<file path="config.mk">
export PLATFORM = sky130hd
export DESIGN_NAME = loop_fetch_bypass
export DESIGN_NICKNAME = d
export VERILOG_FILES = /design/src/rtl/lbc_pkg.sv /design/src/rtl/lbc_loader.sv /design/src/rtl/lbc_table.sv /design/src/rtl/lbc_select.sv /design/src/rtl/loop_fetch_bypass.sv
export SDC_FILE = /design/constraint.sdc
export NUM_CORES = 1
export LEC_CHECK = 0
export BUFFER_PORTS_ARGS = -buffer_cell sky130_fd_sc_hd__buf_2
export CAP_MARGIN = 5
export CORE_MARGIN = 3
export CORE_UTILIZATION = 36
export DETAILED_ROUTE_END_ITERATION = 16
export GPL_TIMING_DRIVEN = 1
export PLACE_DENSITY = 0.55
export SYNTH_ARGS = -nofsm -noshare
export SYNTH_HDL_FRONTEND = slang
export SYNTH_SLANG_ARGS = --single-unit
</file>
<file path="constraint.sdc">
create_clock -name clk -period 5 [get_ports clk]
set_input_delay 1 -clock clk [delete_from_list [all_inputs] [get_ports clk]]
set_output_delay 1 -clock clk [all_outputs]
set_load 0.05 [all_outputs]
</file>
<file path="src/rtl/lbc_pkg.sv">
package lbc_pkg;
    typedef enum logic [2:0] {
        LD_FLAG,
        LD_START,
        LD_END,
        LD_CHECK,
        LD_COPY,
        RUN_TABLE,
        RUN_ROM
    } lbc_state_e;

    localparam logic [1:0] CFG_FLAG_WORD  = 2'd0;
    localparam logic [1:0] CFG_START_WORD = 2'd1;
    localparam logic [1:0] CFG_END_WORD   = 2'd2;
endpackage

</file>
<file path="src/rtl/lbc_loader.sv">
module lbc_loader
    import lbc_pkg::*;
#(
    parameter int ADDR_W = 12,
    parameter int DEPTH  = 32,
    localparam int IDX_W = $clog2(DEPTH)
) (
    input  logic              clk,
    input  logic              rst_n,
    output logic [1:0]        cfg_addr,
    input  logic [ADDR_W-1:0] cfg_rdata,
    output logic [ADDR_W-1:0] ld_addr,
    output logic              ld_rd,
    output logic              wr_en,
    output logic [IDX_W-1:0]  wr_idx,
    output logic              wr_last,
    output logic [ADDR_W-1:0] loop_start,
    output logic [ADDR_W-1:0] loop_end,
    output logic              bypass_on,
    output logic              ready
);
    localparam logic [ADDR_W-1:0] DEPTH_A = ADDR_W'(DEPTH);

    lbc_state_e        state_q, state_d;
    logic              flag_q;
    logic [ADDR_W-1:0] start_q, end_q;
    logic [IDX_W-1:0]  cnt_q;
    logic [ADDR_W-1:0] span;
    logic              cfg_good;
    logic              last;

    assign span     = end_q - start_q;
    assign cfg_good = flag_q && (end_q >= start_q) && (span < DEPTH_A);
    assign last     = (cnt_q == span[IDX_W-1:0]);

    // state register
    always_ff @(posedge clk or negedge rst_n) begin
        if (!rst_n) state_q <= LD_FLAG;
        else        state_q <= state_d;
    end

    // next state
    always_comb begin
        state_d = state_q;
        unique case (state_q)
            LD_FLAG:   state_d = LD_START;
            LD_START:  state_d = LD_END;
            LD_END:    state_d = LD_CHECK;
            LD_CHECK:  state_d = cfg_good ? LD_COPY : RUN_ROM;
            LD_COPY:   state_d = last ? RUN_TABLE : LD_COPY;
            RUN_TABLE: state_d = RUN_TABLE;
            RUN_ROM:   state_d = RUN_ROM;
            default:   state_d = LD_FLAG;
        endcase
    end

    // descriptor and copy counter
    always_ff @(posedge clk or negedge rst_n) begin
        if (!rst_n) begin
            flag_q  <= 1'b0;
            start_q <= '0;
            end_q   <= '0;
            cnt_q   <= '0;
        end else begin
            if (state_q == LD_FLAG)  flag_q  <= cfg_rdata[0];
            if (state_q == LD_START) start_q <= cfg_rdata;
            if (state_q == LD_END)   end_q   <= cfg_rdata;
            if (state_q == LD_COPY && !last) cnt_q <= cnt_q + 1'b1;
        end
    end

    // outputs
    always_comb begin
        cfg_addr  = CFG_FLAG_WORD;
        ld_rd     = 1'b0;
        wr_en     = 1'b0;
        bypass_on = 1'b0;
        ready     = 1'b0;
        unique case (state_q)
            LD_FLAG:   cfg_addr = CFG_FLAG_WORD;
            LD_START:  cfg_addr = CFG_START_WORD;
            LD_END:    cfg_addr = CFG_END_WORD;
            LD_CHECK:  cfg_addr = CFG_FLAG_WORD;
            LD_COPY: begin
                ld_rd = 1'b1;
                wr_en = 1'b1;
            end
            RUN_TABLE: begin
                bypass_on = 1'b1;
                ready     = 1'b1;
            end
            RUN_ROM:   ready = 1'b1;
            default:   cfg_addr = CFG_FLAG_WORD;
        endcase
    end

    assign ld_addr    = start_q + ADDR_W'(cnt_q);
    assign wr_idx     = cnt_q;
    assign wr_last    = last;
    assign loop_start = start_q;
    assign loop_end   = end_q;

    // consecutive copy cycles step the ROM address by one
    p_copy_step_r7: assert property (@(posedge clk) disable iff (!rst_n)
        (state_q == LD_COPY && $past(state_q) == LD_COPY)
            |-> ld_addr == $past(ld_addr) + ADDR_W'(1));

    // the table is only in use for a span that fits
    p_span_fits_r3: assert property (@(posedge clk) disable iff (!rst_n)
        (state_q == RUN_TABLE) |-> (flag_q && end_q >= start_q && span < DEPTH_A));

    // once ready, stays ready
    p_ready_sticky_r1: assert property (@(posedge clk) disable iff (!rst_n)
        ready |=> ready);
endmodule

</file>
<file path="src/rtl/lbc_table.sv">
module lbc_table #(
    parameter int DATA_W = 8,
    parameter int DEPTH  = 32,
    localparam int IDX_W = $clog2(DEPTH)
) (
    input  logic              clk,
    input  logic              rst_n,
    input  logic              wr_en,
    input  logic [IDX_W-1:0]  wr_idx,
    input  logic [DATA_W-1:0] wr_data,
    input  logic              wr_last,
    input  logic [IDX_W-1:0]  rd_idx,
    output logic [DATA_W-1:0] rd_data,
    output logic              rd_exit
);
    logic [DATA_W-1:0] mem [DEPTH];
    logic [DEPTH-1:0]  exit_q;

    always_ff @(posedge clk) begin
        if (wr_en) mem[wr_idx] <= wr_data;
    end

    always_ff @(posedge clk or negedge rst_n) begin
        if (!rst_n)     exit_q <= '0;
        else if (wr_en) exit_q[wr_idx] <= wr_last;
    end

    assign rd_data = mem[rd_idx];
    assign rd_exit = exit_q[rd_idx];

    // at most one entry marks the loop end
    p_one_exit_r6: assert property (@(posedge clk) disable iff (!rst_n)
        $onehot0(exit_q));
endmodule

</file>
<file path="src/rtl/lbc_select.sv">
module lbc_select #(
    parameter int ADDR_W = 12,
    parameter int DATA_W = 8,
    parameter int DEPTH  = 32,
    localparam int IDX_W = $clog2(DEPTH)
) (
    input  logic              bypass_on,
    input  logic [ADDR_W-1:0] loop_start,
    input  logic [ADDR_W-1:0] loop_end,
    input  logic              cpu_req,
    input  logic [ADDR_W-1:0] cpu_addr,
    input  logic [DATA_W-1:0] tbl_data,
    input  logic              tbl_exit,
    input  logic [DATA_W-1:0] rom_rdata,
    output logic [IDX_W-1:0]  rd_idx,
    output logic              hit,
    output logic [DATA_W-1:0] instr,
    output logic              at_exit
);
    logic [ADDR_W-1:0] offset;
    logic              in_range;

    assign offset   = cpu_addr - loop_start;
    assign rd_idx   = offset[IDX_W-1:0];
    assign in_range = (cpu_addr >= loop_start) && (cpu_addr <= loop_end);
    assign hit      = bypass_on && cpu_req && in_range;
    assign instr    = hit ? tbl_data : rom_rdata;
    assign at_exit  = hit && tbl_exit;
endmodule

</file>
<file path="src/rtl/loop_fetch_bypass.sv">
module loop_fetch_bypass #(
    parameter int ADDR_W = 12,
    parameter int DATA_W = 8,
    parameter int DEPTH  = 32,
    localparam int IDX_W = $clog2(DEPTH)
) (
    input  logic              clk,
    input  logic              rst_n,
    output logic [1:0]        cfg_addr,
    input  logic [ADDR_W-1:0] cfg_rdata,
    output logic [ADDR_W-1:0] rom_addr,
    output logic              rom_en,
    input  logic [DATA_W-1:0] rom_rdata,
    input  logic              cpu_req,
    input  logic [ADDR_W-1:0] cpu_addr,
    output logic [DATA_W-1:0] cpu_instr,
    output logic              cpu_ready,
    output logic              cpu_from_table,
    output logic              cpu_loop_exit
);
    logic [ADDR_W-1:0] ld_addr, loop_start, loop_end;
    logic              ld_rd, wr_en, wr_last, bypass_on, hit;
    logic [IDX_W-1:0]  wr_idx, rd_idx;
    logic [DATA_W-1:0] tbl_data;
    logic              tbl_exit;

    lbc_loader #(.ADDR_W(ADDR_W), .DEPTH(DEPTH)) loader_i (
        .clk, .rst_n, .cfg_addr, .cfg_rdata,
        .ld_addr, .ld_rd, .wr_en, .wr_idx, .wr_last,
        .loop_start, .loop_end, .bypass_on, .ready(cpu_ready)
    );

    lbc_table #(.DATA_W(DATA_W), .DEPTH(DEPTH)) table_i (
        .clk, .rst_n, .wr_en, .wr_idx, .wr_data(rom_rdata), .wr_last,
        .rd_idx, .rd_data(tbl_data), .rd_exit(tbl_exit)
    );

    lbc_select #(.ADDR_W(ADDR_W), .DATA_W(DATA_W), .DEPTH(DEPTH)) select_i (
        .bypass_on, .loop_start, .loop_end, .cpu_req, .cpu_addr,
        .tbl_data, .tbl_exit, .rom_rdata,
        .rd_idx, .hit, .instr(cpu_instr), .at_exit(cpu_loop_exit)
    );

    assign rom_addr       = cpu_ready ? cpu_addr : ld_addr;
    assign rom_en         = ld_rd | (cpu_ready & cpu_req & ~hit);
    assign cpu_from_table = hit;

    // a table-served fetch leaves the ROM idle
    p_tbl_rom_idle_r4: assert property (@(posedge clk) disable iff (!rst_n)
        cpu_from_table |-> !rom_en);

    // the exit flag only appears on table-served fetches
    p_exit_in_tbl_r6: assert property (@(posedge clk) disable iff (!rst_n)
        cpu_loop_exit |-> cpu_from_table);

    // nothing is served before the preload finishes
    p_no_tbl_early_r1: assert property (@(posedge clk) disable iff (!rst_n)
        !cpu_ready |-> !cpu_from_table);

    // no request, no ROM access after preload
    p_noreq_idle_r8: assert property (@(posedge clk) disable iff (!rst_n)
        (cpu_ready && !cpu_req) |-> !rom_en);
endmodule

</file>
**Yosys cells after proc, flatten, opt, wreduce, memory -nomap -nowiden**

Memory sizes are Yosys's and may differ from the RTL's.
Index checks and enable logic that the tools add are counted.

- Bitwise operators: 4
- Equal/unequal tests: 7
- Reduce and logical (&&, ||, !) cells: 11
- Add/sub/neg operators: 4
- Mux-type cells: 16
- Order comparisons: 7

Operators with widths:

| kind | number |
|---|---|
| bitwise mux 32 bit | 1 |
| >= comparator 12 bit | 2 |
| one-hot mux 3 bit (7 select lines) | 1 |
| adder 12 x 5 -> 12 bit | 1 |
| less-or-equal comparator 12 bit | 1 |
| less-than comparator 12 x 6 -> 1 bit (second input constant) | 1 |
| less-than comparator 5 x 6 -> 1 bit (second input constant) | 2 |
| 2-to-1 mux 12 bit | 1 |
| subtractor 12 bit | 1 |
| == test 3 bit (second input constant) | 3 |
| logical AND 1 bit | 8 |
| 2-to-1 mux 1 bit | 8 |
| 2-to-1 mux 8 bit | 1 |
| == test 3 x 2 -> 1 bit (second input constant) | 2 |
| adder 5 x 1 -> 5 bit (second input constant) | 1 |
| binary-select mux 1 bit (select 5 bit) | 1 |
| demux 1 bit (select 5 bit) | 1 |
| == test 5 bit | 1 |
| >= comparator 5 x 1 -> 1 bit (second input constant) | 1 |
| subtractor 5 bit | 1 |
| one-hot mux 2 bit (2 select lines) | 1 |
| == test 3 x 1 -> 1 bit (second input constant) | 1 |
| logical NOT 3 bit | 1 |
| bitwise AND 1 bit | 2 |
| other kinds (5) | 5 |

- Output and inout bits: 26
- Memories: 1
- Logic and storage cells: 56
- Register bits: 65
- RAM bits: 256
- Input bits: 35

Memory list:

| memory | depth | width | rd ports | clocked after Yosys merged registers in | wr ports | RTL line | RTL |
|---|---|---|---|---|---|---|---|
| table_i.mem | 32 | 8 | 1 | 0 | 1 | lbc_table.sv:16 | `logic [DATA_W-1:0] mem [DEPTH];` |

**Logic depth before layout (Yosys ltp)**

Gate-level depths: netlist (run 1).

- Word-level depth: 7
- Gate-level depth with buffers: 11

**Modules after synthesis**

A second synthesis (run 1) with hierarchy kept.

- Cell total of the unflattened synthesis: 856
- Area total of the unflattened synthesis: 14,682.8 um^2

Modules (own cells, without submodules):

| module | seq. area each (um^2) | instances | area each (um^2) | cells an instance |
|---|---|---|---|---|
| lbc_table | 8,488.1 | 1 | 11,314.6 | 488 |
| lbc_loader | 825.8 | 1 | 2,394.8 | 249 |
| lbc_select | 0.0 | 1 | 782.0 | 104 |
| loop_fetch_bypass | 0.0 | 1 | 191.4 | 15 |

**Worst setup path before layout (run 1)**

Ideal clock, no wire load.

- Path type: input to output
- From: input port cpu_addr[0]
- To: output port cpu_loop_exit
- Stages on the path: 10
- Slack: 0.337 ns
- Arrival time: 3.663 ns
- Cells stage by stage: inv_1 > ha_1 > inv_1 > fa_1 > clkbuf_2 > clkbuf_1 > mux4_2 > mux2i_1 > mux4_2 > nor2_1

- Word-level cells in the longest chain between the ends: 4
- Elaborated cells on any way between the ends: 8
- Classes of those cells: 1 x add/sub; 2 x order compare; 2 x mux; 3 x reduce/logical

Ends and longest elaborated chain:

| item | RTL line | RTL |
|---|---|---|
| from (decl) | loop_fetch_bypass.sv:15 | `input logic [ADDR_W-1:0] cpu_addr,` |
| subtractor 5 bit (tied with other cells) | lbc_select.sv:23 | `assign offset = cpu_addr - loop_start;` |
| binary-select mux 1 bit (select 5 bit) or logical AND 1 bit (tied branches) | lbc_table.sv:29, lbc_select.sv:25 |  |
| 2-to-1 mux 1 bit (not written as such) or logical AND 1 bit (tied branches) | lbc_table.sv:29, lbc_select.sv:26 |  |
| logical AND 1 bit (*) | lbc_select.sv:28 | `assign at_exit = hit && tbl_exit;` |
| to (decl) | loop_fetch_bypass.sv:19 | `output logic cpu_loop_exit` |

Every way passes the cells marked *; elsewhere a longest branch is shown, timed or not. The select of a mux whose other input is x is not followed.

**Worst setup path in the final report (run 1)**

- From: input port cpu_addr[0]
- To: output port cpu_instr[7]

- Word-level cells in the longest chain between the ends: 4
- Elaborated cells on any way between the ends: 7
- Classes of those cells: 1 x add/sub; 2 x order compare; 1 x mux; 2 x reduce/logical; 1 x memory

Ends and longest elaborated chain:

| item | RTL line | RTL |
|---|---|---|
| branches (longest 3 deep; another with memory (32 x 8 bit)) | -- |  |
| 2-to-1 mux 8 bit (*) | lbc_select.sv:27 | `assign instr = hit ? tbl_data : rom_rdata;` |
| to (decl) | loop_fetch_bypass.sv:16 | `output logic [DATA_W-1:0] cpu_instr,` |

Every way passes the cells marked *.

==> results.sh, run 1 <==
export IMPL_final_nets=1111
export IMPL_async_flop_share=0.202
export IMPL_wl_per_cell_um=22.8
export IMPL_status="finished clean"
export IMPL_insertion_delay_ns=0.52
export IMPL_drv_cap=0
export IMPL_netlist_cell_type_count=62
export IMPL_crit_type="primary input to output port"
export IMPL_antenna_cells=0
export IMPL_cts_tree="built"
export IMPL_vias=8354
export IMPL_viasPerCell=5.29
export IMPL_drt_iter0_markers=656
export IMPL_setup_tns_ns=0
export IMPL_p_per_area_nw_per_um2=677
export IMPL_drcViolationCount=0
export IMPL_grt_pass1_vias=8576
export IMPL_grt_max_degree=39
export IMPL_die_y_um=207
export IMPL_tightest_slew_ns=1.15
export IMPL_start_util=0.366
export IMPL_p_leak_uw=0.00624
export IMPL_syn_area_um2=14600
export IMPL_cp_end_kind="output port"
export IMPL_worst_path_max_fanout=19
export IMPL_ys_dominant_reg_cell="edfxtp_1"
export IMPL_final_cell_mix="edfxtp_1 (256), mux4_2 (73), nand2_1 (67)"
export IMPL_synthCells=922
export IMPL_hold_class="register to register"
export IMPL_firstDrtPassIters=5
export IMPL_yosysWarningCount=0
export IMPL_synth_nets=1005
export IMPL_io_pin_count=61
export IMPL_drv_slew=0
export IMPL_fmax_mhz=205
export IMPL_cp_arrival_ns=3.89
export IMPL_area_growth_pct=17.2
export IMPL_cts_clk_slew_worst_paths_ns=0.05
export IMPL_crit_path_start_kind="primary input"
export IMPL_syn_avg_cell_area_um2=15.8
export IMPL_whs_ns=0.503
export IMPL_numPortBuffers=60
export IMPL_dp_hpwl_um=24500
export IMPL_mostFrequentLayoutCell="edfxtp_1"
export IMPL_hold_buffers=0
export IMPL_rsz0062_at_grt="no"
export IMPL_ant_nets=0
export IMPL_grt_ovfl_total=0
export IMPL_fp_dieW_um=207
export IMPL_setup_viol=0
export IMPL_synth_seq_cells=321
export IMPL_grt_antenna_before_repair=1
export IMPL_peakVddDrop_v=0.000501
export IMPL_hold_viol_final=0
export IMPL_max_slew_margin=0.233
export IMPL_cp_required_ns=4.00
export IMPL_synth_seq_area_share=0.637
export IMPL_grt_pass1_wl_um=54700
export IMPL_period_share=0.978
export IMPL_dieArea_um2=43000
export IMPL_cts_sink_count=321
export IMPL_min_period_ns=4.89
export IMPL_clock_path_buffers=3
export IMPL_placementRows=73
export IMPL_drive_above_1_share=0.282
export IMPL_cts_made_buffers=36
export IMPL_wirelength_um=36100
export IMPL_h_tree_depth=2
export IMPL_design_core_area_um2=39900
export IMPL_skew_ns=0.0191
export IMPL_routabilityCongestion=0.839
export IMPL_synth_edf_count=256
export IMPL_root_buffer="clkbuf_16"
export IMPL_track_usage=0.167
[power by group]
part / leakage [uW] / total, uW / switching (uW) / internal (uW)
combinational: 0.00250 / 5630 / 3250 / 2370
sequential: 0.00315 / 3260 / 178 / 3080
clock: 0.000587 / 2710 / 1050 / 1660
total: 0.00624 / 11600 / 4480 / 7110
[worst max-delay path, stage by stage]
cell,delay [ns]
buf_2,0.10
inv_2,0.09
ha_4,0.14
inv_1,0.05
fa_4,0.80
buf_12,0.18
mux4_2,0.30
mux2i_1,0.24
a32o_1,0.24
a221oi_1,0.07
buf_4,0.16
mux2_2,0.29
buf_2,0.22
[flip-flops by register name, summed over array words and instances, names as in the netlist]
name / flops
table_i.mem: 256
loader_i.state_q: 3
loader_i.loop_start: 12
loader_i.loop_end: 12
loader_i.wr_idx: 5
loader_i.flag_q: 1
table_i.exit_q: 32
[metal layers]
metal	vias to the layer above	GRT usage	wire length, um	share of wire
met5	-	0	0	0
met4	0	0.0414	680	0.019
met3	51	0.0258	1730	0.048
met2	204	0.258	16500	0.46
met1	4281	0.249	17100	0.47
li1	3818	-	-	-
[final timing paths]
kind                                         from            endpoint  slack (ns)  cells past startpoint
max                                   cpu_addr[0]        cpu_instr[7]        0.11                     13
max reg2reg                loader_i.loop_start[0]  loader_i.wr_idx[4]        1.70                      9
min                            table_i.exit_q[18]  table_i.exit_q[18]        0.50                      1
min reg2reg                    table_i.exit_q[18]  table_i.exit_q[18]        0.50                      1
max in group asynchronous                   rst_n  table_i.exit_q[16]        3.41                      2
min in group asynchronous                   rst_n     loader_i.flag_q        0.60                      1
[cell usage after synthesis, drive strengths merged (2+ instances only)]
library cell | number | share of area
a2111oi | 2 | 0.0012
a211o | 4 | 0.0024
a21boi | 2 | 0.0010
a21o | 6 | 0.0031
a21oi | 23 | 0.0084
a221oi | 9 | 0.0054
a311oi | 2 | 0.0012
a31o | 2 | 0.0012
a31oi | 6 | 0.0026
a32o | 8 | 0.0055
and2 | 3 | 0.0013
and3b | 2 | 0.0012
and4 | 2 | 0.0012
buf | 14 | 0.0062
clkbuf | 26 | 0.0069
dfrtp | 65 | 0.11
edfxtp | 256 | 0.53
fa | 3 | 0.0041
ha | 45 | 0.039
inv | 38 | 0.0098
mux2 | 43 | 0.033
mux2i | 28 | 0.019
mux4 | 73 | 0.11
nand2 | 67 | 0.017
nand2b | 2 | 0.00086
nand3 | 10 | 0.0034
nand3b | 4 | 0.0021
nand4 | 10 | 0.0043
nor2 | 55 | 0.014
nor2b | 6 | 0.0026
nor3 | 6 | 0.0021
nor3b | 2 | 0.0010
o2111ai | 2 | 0.0012
o211ai | 4 | 0.0021
o21a | 7 | 0.0036
o21ai | 41 | 0.014
or3 | 5 | 0.0025
or3b | 2 | 0.0012
xnor2 | 13 | 0.0078
xor2 | 10 | 0.0065
[through the flow]
step                      cells  area (um2)   util  power (uW)  worst slack, ns
after floorplan             922       14600      -        7000            0.337
after global placement     1512       15900  0.397        8880          -0.0397
after detailed placement   1512       15900  0.397        8900          -0.0101
after CTS                  1577       17100  0.428       11700          0.00386
after global routing       1580       17100  0.429       12200           0.0120
final                      1580       17100  0.429       11600            0.111
[cell type report]
class	instances	area [um2]
well taps	525	657
flip-flops and latches	321	9310
inverters	38	143
fillers	3572	22800
clock buffers	48	997
clock inverters	17	216
multi-input cells	523	5020
repair buffers	108	773
[timing repair]
item	CTS	global route
buffers inserted	0	3
setup endpoints to repair	3	7
resized for setup	3	5
[cells by family after synthesis]
kind of cell | count (synthesis) | share of synthesized area
AO/OA/AOI/OAI | 128 | 0.0600
XOR/XNOR | 23 | 0.0143
multiplexers | 144 | 0.165
AND/OR/NAND/NOR | 180 | 0.0581
flip-flops | 321 | 0.637
buffers and inverters | 78 | 0.0228
adder cells (fa/ha/maj) | 48 | 0.0426
No activity file was read; power rests on OpenSTA's default activity.
==> inputs of run 2 (changes only) <==
--- a/config.mk
+++ b/config.mk
@@ -5,11 +5,12 @@
 export SDC_FILE = /design/constraint.sdc
 export NUM_CORES = 1
 export LEC_CHECK = 0
-export BUFFER_PORTS_ARGS = -buffer_cell sky130_fd_sc_hd__buf_2
+export BUFFER_PORTS_ARGS = -buffer_cell sky130_fd_sc_hd__clkbuf_2
 export CAP_MARGIN = 5
 export CORE_MARGIN = 3
 export CORE_UTILIZATION = 36
 export DETAILED_ROUTE_END_ITERATION = 16
+export GPL_ROUTABILITY_DRIVEN = 0
 export GPL_TIMING_DRIVEN = 1
 export PLACE_DENSITY = 0.55
 export SYNTH_ARGS = -nofsm -noshare
==> run 2 against run 1 <==
  * Clock power decreased by 6%
  * Sequential share of layout area grew 0.38 points
  * Cell count fell by 1.5%
  * Critical path type unchanged
  * Core utilization down 0.29 points
  * Clock-buffer cell count shrank 2
  * Sequential power about the same
  * Global-route usage decreased by 0.57 points
  * Non-clock buffer count is 21 lower
  * Register-to-register slack lost 0.04 ns
  * Critical endpoint unchanged
==> results.sh, run 2 (same netlist as run 1, synthesis figures left out) <==
export IMPL_dp_hpwl_um=23600
export IMPL_crit_top_cell="buf_12"
export IMPL_peakVddDrop_v=0.000506
export IMPL_fillers=3571
export IMPL_worst_path_max_fanout=17
export IMPL_p_per_area_nw_per_um2=662
export IMPL_firstDrtPassIters=5
export IMPL_grt_max_degree=66
export IMPL_insertion_delay_ns=0.51
export IMPL_skew_ns=0.0149
export IMPL_cts_tree="built"
export IMPL_crit_path_start_kind="primary input"
export IMPL_drv_slew=0
export IMPL_hold_path_startpoint="table_i.exit_q[23]"
export IMPL_drive_above_1_share=0.264
export IMPL_grt_ovfl_total=0
export IMPL_slowest_stage="fa_4"
export IMPL_wl_per_cell_um=22.6
export IMPL_max_slew_margin=0.214
export IMPL_start_util=0.366
export IMPL_grt_pass1_vias=8427
export IMPL_crit_type="primary input to output port"
export IMPL_r2r_end="loader_i.wr_idx[1]"
export IMPL_setup_viol=0
export IMPL_worstRegToRegCells=8
export IMPL_clock_path_buffers=3
export IMPL_hold_path_depth=1
export IMPL_top_regs="table_i.mem x256, table_i.exit_q x32"
export IMPL_h_tree_depth=2
export IMPL_r2r_start="loader_i.loop_start[0]"
export IMPL_cts_made_buffers=36
export IMPL_min_period_ns=4.91
export IMPL_dieArea_um2=43000
export IMPL_mostFrequentLayoutCell="edfxtp_1"
export IMPL_hold_viol_final=0
export IMPL_cpPeakStageDelay_ns=0.94
export IMPL_ant_nets=0
export IMPL_cts_clk_slew_worst_paths_ns=0.06
export IMPL_placementRows=73
export IMPL_design_core_area_um2=39900
export IMPL_area_growth_pct=16.4
export IMPL_root_buffer="clkbuf_16"
export IMPL_grt_pass1_wl_um=53600
export IMPL_period_share=0.981
export IMPL_regMostFlops="table_i.mem"
export IMPL_fp_dieW_um=207
export IMPL_track_usage=0.161
export IMPL_p_leak_uw=0.00614
export IMPL_drcViolationCount=0
export IMPL_total_power_uw=11300
export IMPL_cp_arrival_ns=3.91
export IMPL_cp_required_ns=4.00
export IMPL_vias=8213
export IMPL_status="finished clean"
export IMPL_tightest_slew_ns=1.17
export IMPL_worstPathCellList="clkbuf_2 > inv_2 > ha_4 > inv_1 > fa_4 > buf_12 > clkbuf_16 > mux4_2 > mux2i_1 > a221oi_1 > mux2_2 > buf_12"
export IMPL_cts_sink_count=321
export IMPL_final_nets=1090
export IMPL_ff2ff_setup_slack_ns=1.66
export IMPL_fmax_mhz=204
export IMPL_antenna_cells=0
export IMPL_viasPerCell=5.28
export IMPL_wirelength_um=35200
export IMPL_cp_end_kind="output port"
export IMPL_drv_cap=0
export IMPL_largest_register_ffs=256
export IMPL_final_cell_mix="edfxtp_1 (256), mux4_2 (73), nand2_1 (67)"
export IMPL_rsz0062_at_grt="no"
export IMPL_io_pin_count=61
export IMPL_die_y_um=207
export IMPL_grt_antenna_before_repair=0
export IMPL_numPortBuffers=60
export IMPL_drt_iter0_markers=607
export IMPL_setup_tns_ns=0
export IMPL_hold_class="register to register"
export IMPL_min_to="table_i.exit_q[23]"
run 2: cell count changes in the layout (fill, tap and decap cells not counted), moves of 3 or more:
cell / previous run / this run
buf_4: 40 / 18
clkbuf_2: 0 / 52
clkbuf_8: 3 / 0
buf_12: 7 / 13
buf_2: 58 / 1
clkinv_1: 5 / 8
run 2: repair_timing:
| item | in CTS | in global routing |
|---|---|---|
| setup endpoints to repair | 2 | 6 |
| pin swaps | 0 | 1 |
| setup buffers | 0 | 1 |
| resized for setup | 2 | 9 |
| hold buffers | 0 | 0 |
| cloned | 0 | 1 |
run 2: through the flow:
| step | instances | setup slack [ns] | cell area [um2] | hold WS [ns] | utilization |
|---|---|---|---|---|---|
| floorplan | 922 | 0.337 | 14600 | 0.475 | - |
| global placement | 1492 | -0.0923 | 15800 | 0.488 | 0.396 |
| detailed placement | 1492 | -0.104 | 15800 | 0.492 | 0.396 |
| CTS | 1554 | 0.0190 | 16900 | 0.505 | 0.424 |
| global route | 1556 | 0.000940 | 17000 | 0.521 | 0.426 |
| finish | 1556 | 0.0930 | 17000 | 0.502 | 0.426 |
run 2: routing by layer:
layer | routed length [um] | share of wire | vias to the layer above | GRT usage
met4 | 755 | 0.021 | 0 | 0.0421
met2 | 16800 | 0.48 | 178 | 0.262
li1 | - | - | 3768 | -
met5 | 0 | 0 | - | 0
met3 | 1420 | 0.040 | 59 | 0.0240
met1 | 16300 | 0.46 | 4208 | 0.229
run 2: cell type report:
cell class | instances | area, um2 | area share
Tap cell | 525 | 657 | 0.0386
Timing Repair Buffer | 87 | 724 | 0.0426
Sequential cell | 321 | 9310 | 0.548
Multi-Input combinational cell | 523 | 5040 | 0.296
Inverter | 38 | 143 | 0.00839
Clock buffer | 46 | 938 | 0.0552
Clock inverter | 16 | 189 | 0.0111
run 2: worst max path at each step:
stage                 from       endpoint  cells past startpoint  slack, ns
2_1_floorplan  cpu_addr[0]  cpu_loop_exit                     10       0.34
3_3_place_gp   cpu_addr[0]   cpu_instr[1]                     12      -0.09
3_5_place_dp   cpu_addr[0]   cpu_instr[1]                     12      -0.10
4_1_cts        cpu_addr[0]   cpu_instr[2]                     12       0.02
5_1_grt        cpu_addr[0]   cpu_instr[7]                     13     0.0009
6_report       cpu_addr[0]   cpu_instr[7]                     12       0.09
run 2: power by group:
group          switching, uW  internal (uW)  leakage [uW]
sequential               179           3080       0.00315
combinational           3220           2230       0.00245
clock                   1020           1530      0.000544
total                   4420           6840       0.00614
run 2: worst max-delay path: cells and delay by family:
kind | cells | cell delay [ns]
adder cells (fa/ha/maj) | 2 | 1.08
AO/OA/AOI/OAI | 1 | 0.15
multiplexers | 3 | 0.93
buffers and inverters | 6 | 0.74
==> inputs of run 3 (changes only) <==
==> constraint.sdc (replaced) <==
create_clock -name clk -period 6.15 [get_ports clk]
set_input_delay 1.23 -clock clk [delete_from_list [all_inputs] [get_ports clk]]
set_output_delay 1.23 -clock clk [all_outputs]
set_load 0.05 [all_outputs]
==> run 3 against run 2 <==
  * Register-to-register slack better by 1.6 ns
  * First-iteration DRC count decreased by 9.1%
  * Sequential power shrank 18%
  * Highest routed layer unchanged
  * Via count increased by 1.6%
  * Combinational power decreased by 20%
==> results.sh, run 3 (same netlist as run 1, synthesis figures left out) <==
export IMPL_status="finished clean"
export IMPL_crit_path_start_kind="primary input"
export IMPL_wl_per_cell_um=23.0
export IMPL_cp_required_ns=4.92
export IMPL_utilization=0.427
export IMPL_total_power_uw=9390
export IMPL_drt_iter0_markers=552
export IMPL_design_core_area_um2=39900
export IMPL_h_tree_depth=2
export IMPL_hold_viol_final=0
export IMPL_hold_class="register to register"
export IMPL_period_share=0.938
export IMPL_placementRows=73
export IMPL_cp_arrival_ns=4.54
export IMPL_cp_end_kind="output port"
export IMPL_fmax_mhz=173
export IMPL_final_cell_mix="edfxtp_1 (256), mux4_2 (73), nand2_1 (67)"
export IMPL_vias=8345
export IMPL_dp_hpwl_um=24200
export IMPL_cpPeakStageDelay_ns=0.92
export IMPL_track_usage=0.167
export IMPL_dieArea_um2=43000
export IMPL_mostFrequentLayoutCell="edfxtp_1"
export IMPL_drcViolationCount=0
export IMPL_grt_max_degree=66
export IMPL_hold_path_startpoint="table_i.exit_q[11]"
export IMPL_worstPathCellList="clkbuf_2 > inv_1 > ha_4 > inv_1 > fa_4 > buf_12 > buf_4 > mux4_2 > mux2i_1 > a221oi_1 > buf_4 > mux2_2 > clkbuf_2"
export IMPL_antenna_cells=0
export IMPL_seqCellArea_um2=9310
export IMPL_drive_above_1_share=0.271
export IMPL_viasPerCell=5.33
export IMPL_top_regs="table_i.mem x256, table_i.exit_q x32"
export IMPL_clock_path_buffers=3
export IMPL_start_util=0.366
export IMPL_numPortBuffers=60
export IMPL_drv_slew=0
export IMPL_area_growth_pct=16.6
export IMPL_whs_ns=0.502
export IMPL_setup_tns_ns=0
export IMPL_grt_pass1_vias=8578
export IMPL_p_leak_uw=0.00619
export IMPL_slowest_stage="fa_4"
export IMPL_postCtsResizedCells=0
export IMPL_grt_antenna_before_repair=0
export IMPL_die_y_um=207
export IMPL_hold_path_depth=1
export IMPL_worst_path_max_fanout=13
export IMPL_min_period_ns=5.77
export IMPL_regMostFlops="table_i.mem"
export IMPL_cts_tree="built"
export IMPL_insertion_delay_ns=0.54
export IMPL_fp_dieW_um=207
export IMPL_io_pin_count=61
export IMPL_tightest_slew_ns=1.03
export IMPL_setup_viol=0
export IMPL_drv_cap=0
export IMPL_grt_ovfl_total=0
export IMPL_firstDrtPassIters=5
export IMPL_ant_nets=0
export IMPL_fillers=3577
export IMPL_cts_made_buffers=37
export IMPL_grt_pass1_wl_um=54900
export IMPL_cpLargestDelayFamily="adder cells"
export IMPL_cts_clk_slew_worst_paths_ns=0.05
export IMPL_root_buffer="clkbuf_16"
export IMPL_r2r_start="loader_i.state_q[0]"
export IMPL_cp_num_cells=13
export IMPL_hold_buffers=0
export IMPL_rsz0062_at_grt="no"
export IMPL_largest_register_ffs=256
export IMPL_cts_sink_count=321
export IMPL_final_nets=1096
export IMPL_worstRegToRegCells=5
export IMPL_p_per_area_nw_per_um2=551
export IMPL_crit_type="primary input to output port"
export IMPL_post_cts_buffers=0
export IMPL_wirelength_um=36100
export IMPL_peakVddDrop_v=0.000367
export IMPL_skew_ns=0.0173
export IMPL_path_buf_inv=7
export IMPL_crit_start="cpu_addr[0]"
export IMPL_max_slew_margin=0.312
export IMPL_multiInputGateArea_um2=5010
==> run 3: changes by cell type in the layout (fill, tap and decap cells not counted), moves of 4 or more <==
cell and delta:
buf_4 +10, clkbuf_2 +7, clkinv_1 -4, buf_12 -8, bufinv_16 +4
==> run 3: routing by layer <==
| layer | share of wire | global-route usage | vias up | routed length, um |
|---|---|---|---|---|
| met3 | 0.032 | 0.0221 | 50 | 1170 |
| met4 | 0.025 | 0.0475 | 0 | 899 |
| met2 | 0.47 | 0.263 | 152 | 16900 |
| met5 | 0 | 0 | - | 0 |
| met1 | 0.47 | 0.244 | 4354 | 17100 |
| li1 | - | - | 3789 | - |
==> run 3: report_power, final <==
part           internal, uW  leakage (uW)  switching, uW
logic                  1750       0.00241           2620
clock network          1470      0.000630            889
registers              2500       0.00315            156
==> run 3: layout make-up <==
cell class | count | area share
clock buffer | 45 | 0.0567
clock inverter | 23 | 0.0204
timing repair buffer | 92 | 0.0355
inverter | 38 | 0.00837
sequential | 321 | 0.547
tap | 525 | 0.0385
multi-input combinational | 523 | 0.294
==> run 3: metrics by stage <==
step	instance area, um2	std cells	setup slack, ns
2_1_floorplan	14600	922	1.03
3_3_place_gp	15700	1499	0.401
3_5_place_dp	15700	1499	0.392
4_1_cts	17000	1567	0.373
5_1_grt	17000	1567	0.347
6_report	17000	1567	0.381
==> run 3: worst paths after layout <==
check | endpoint | slack (ns)
min in group asynchronous | loader_i.state_q[1] | 0.82
hold / removal | table_i.exit_q[11] | 0.50
setup reg to reg | table_i.exit_q[11] | 3.21
hold reg to reg | table_i.exit_q[11] | 0.50
max in group asynchronous | table_i.exit_q[0] | 4.71
setup / recovery | cpu_instr[1] | 0.38
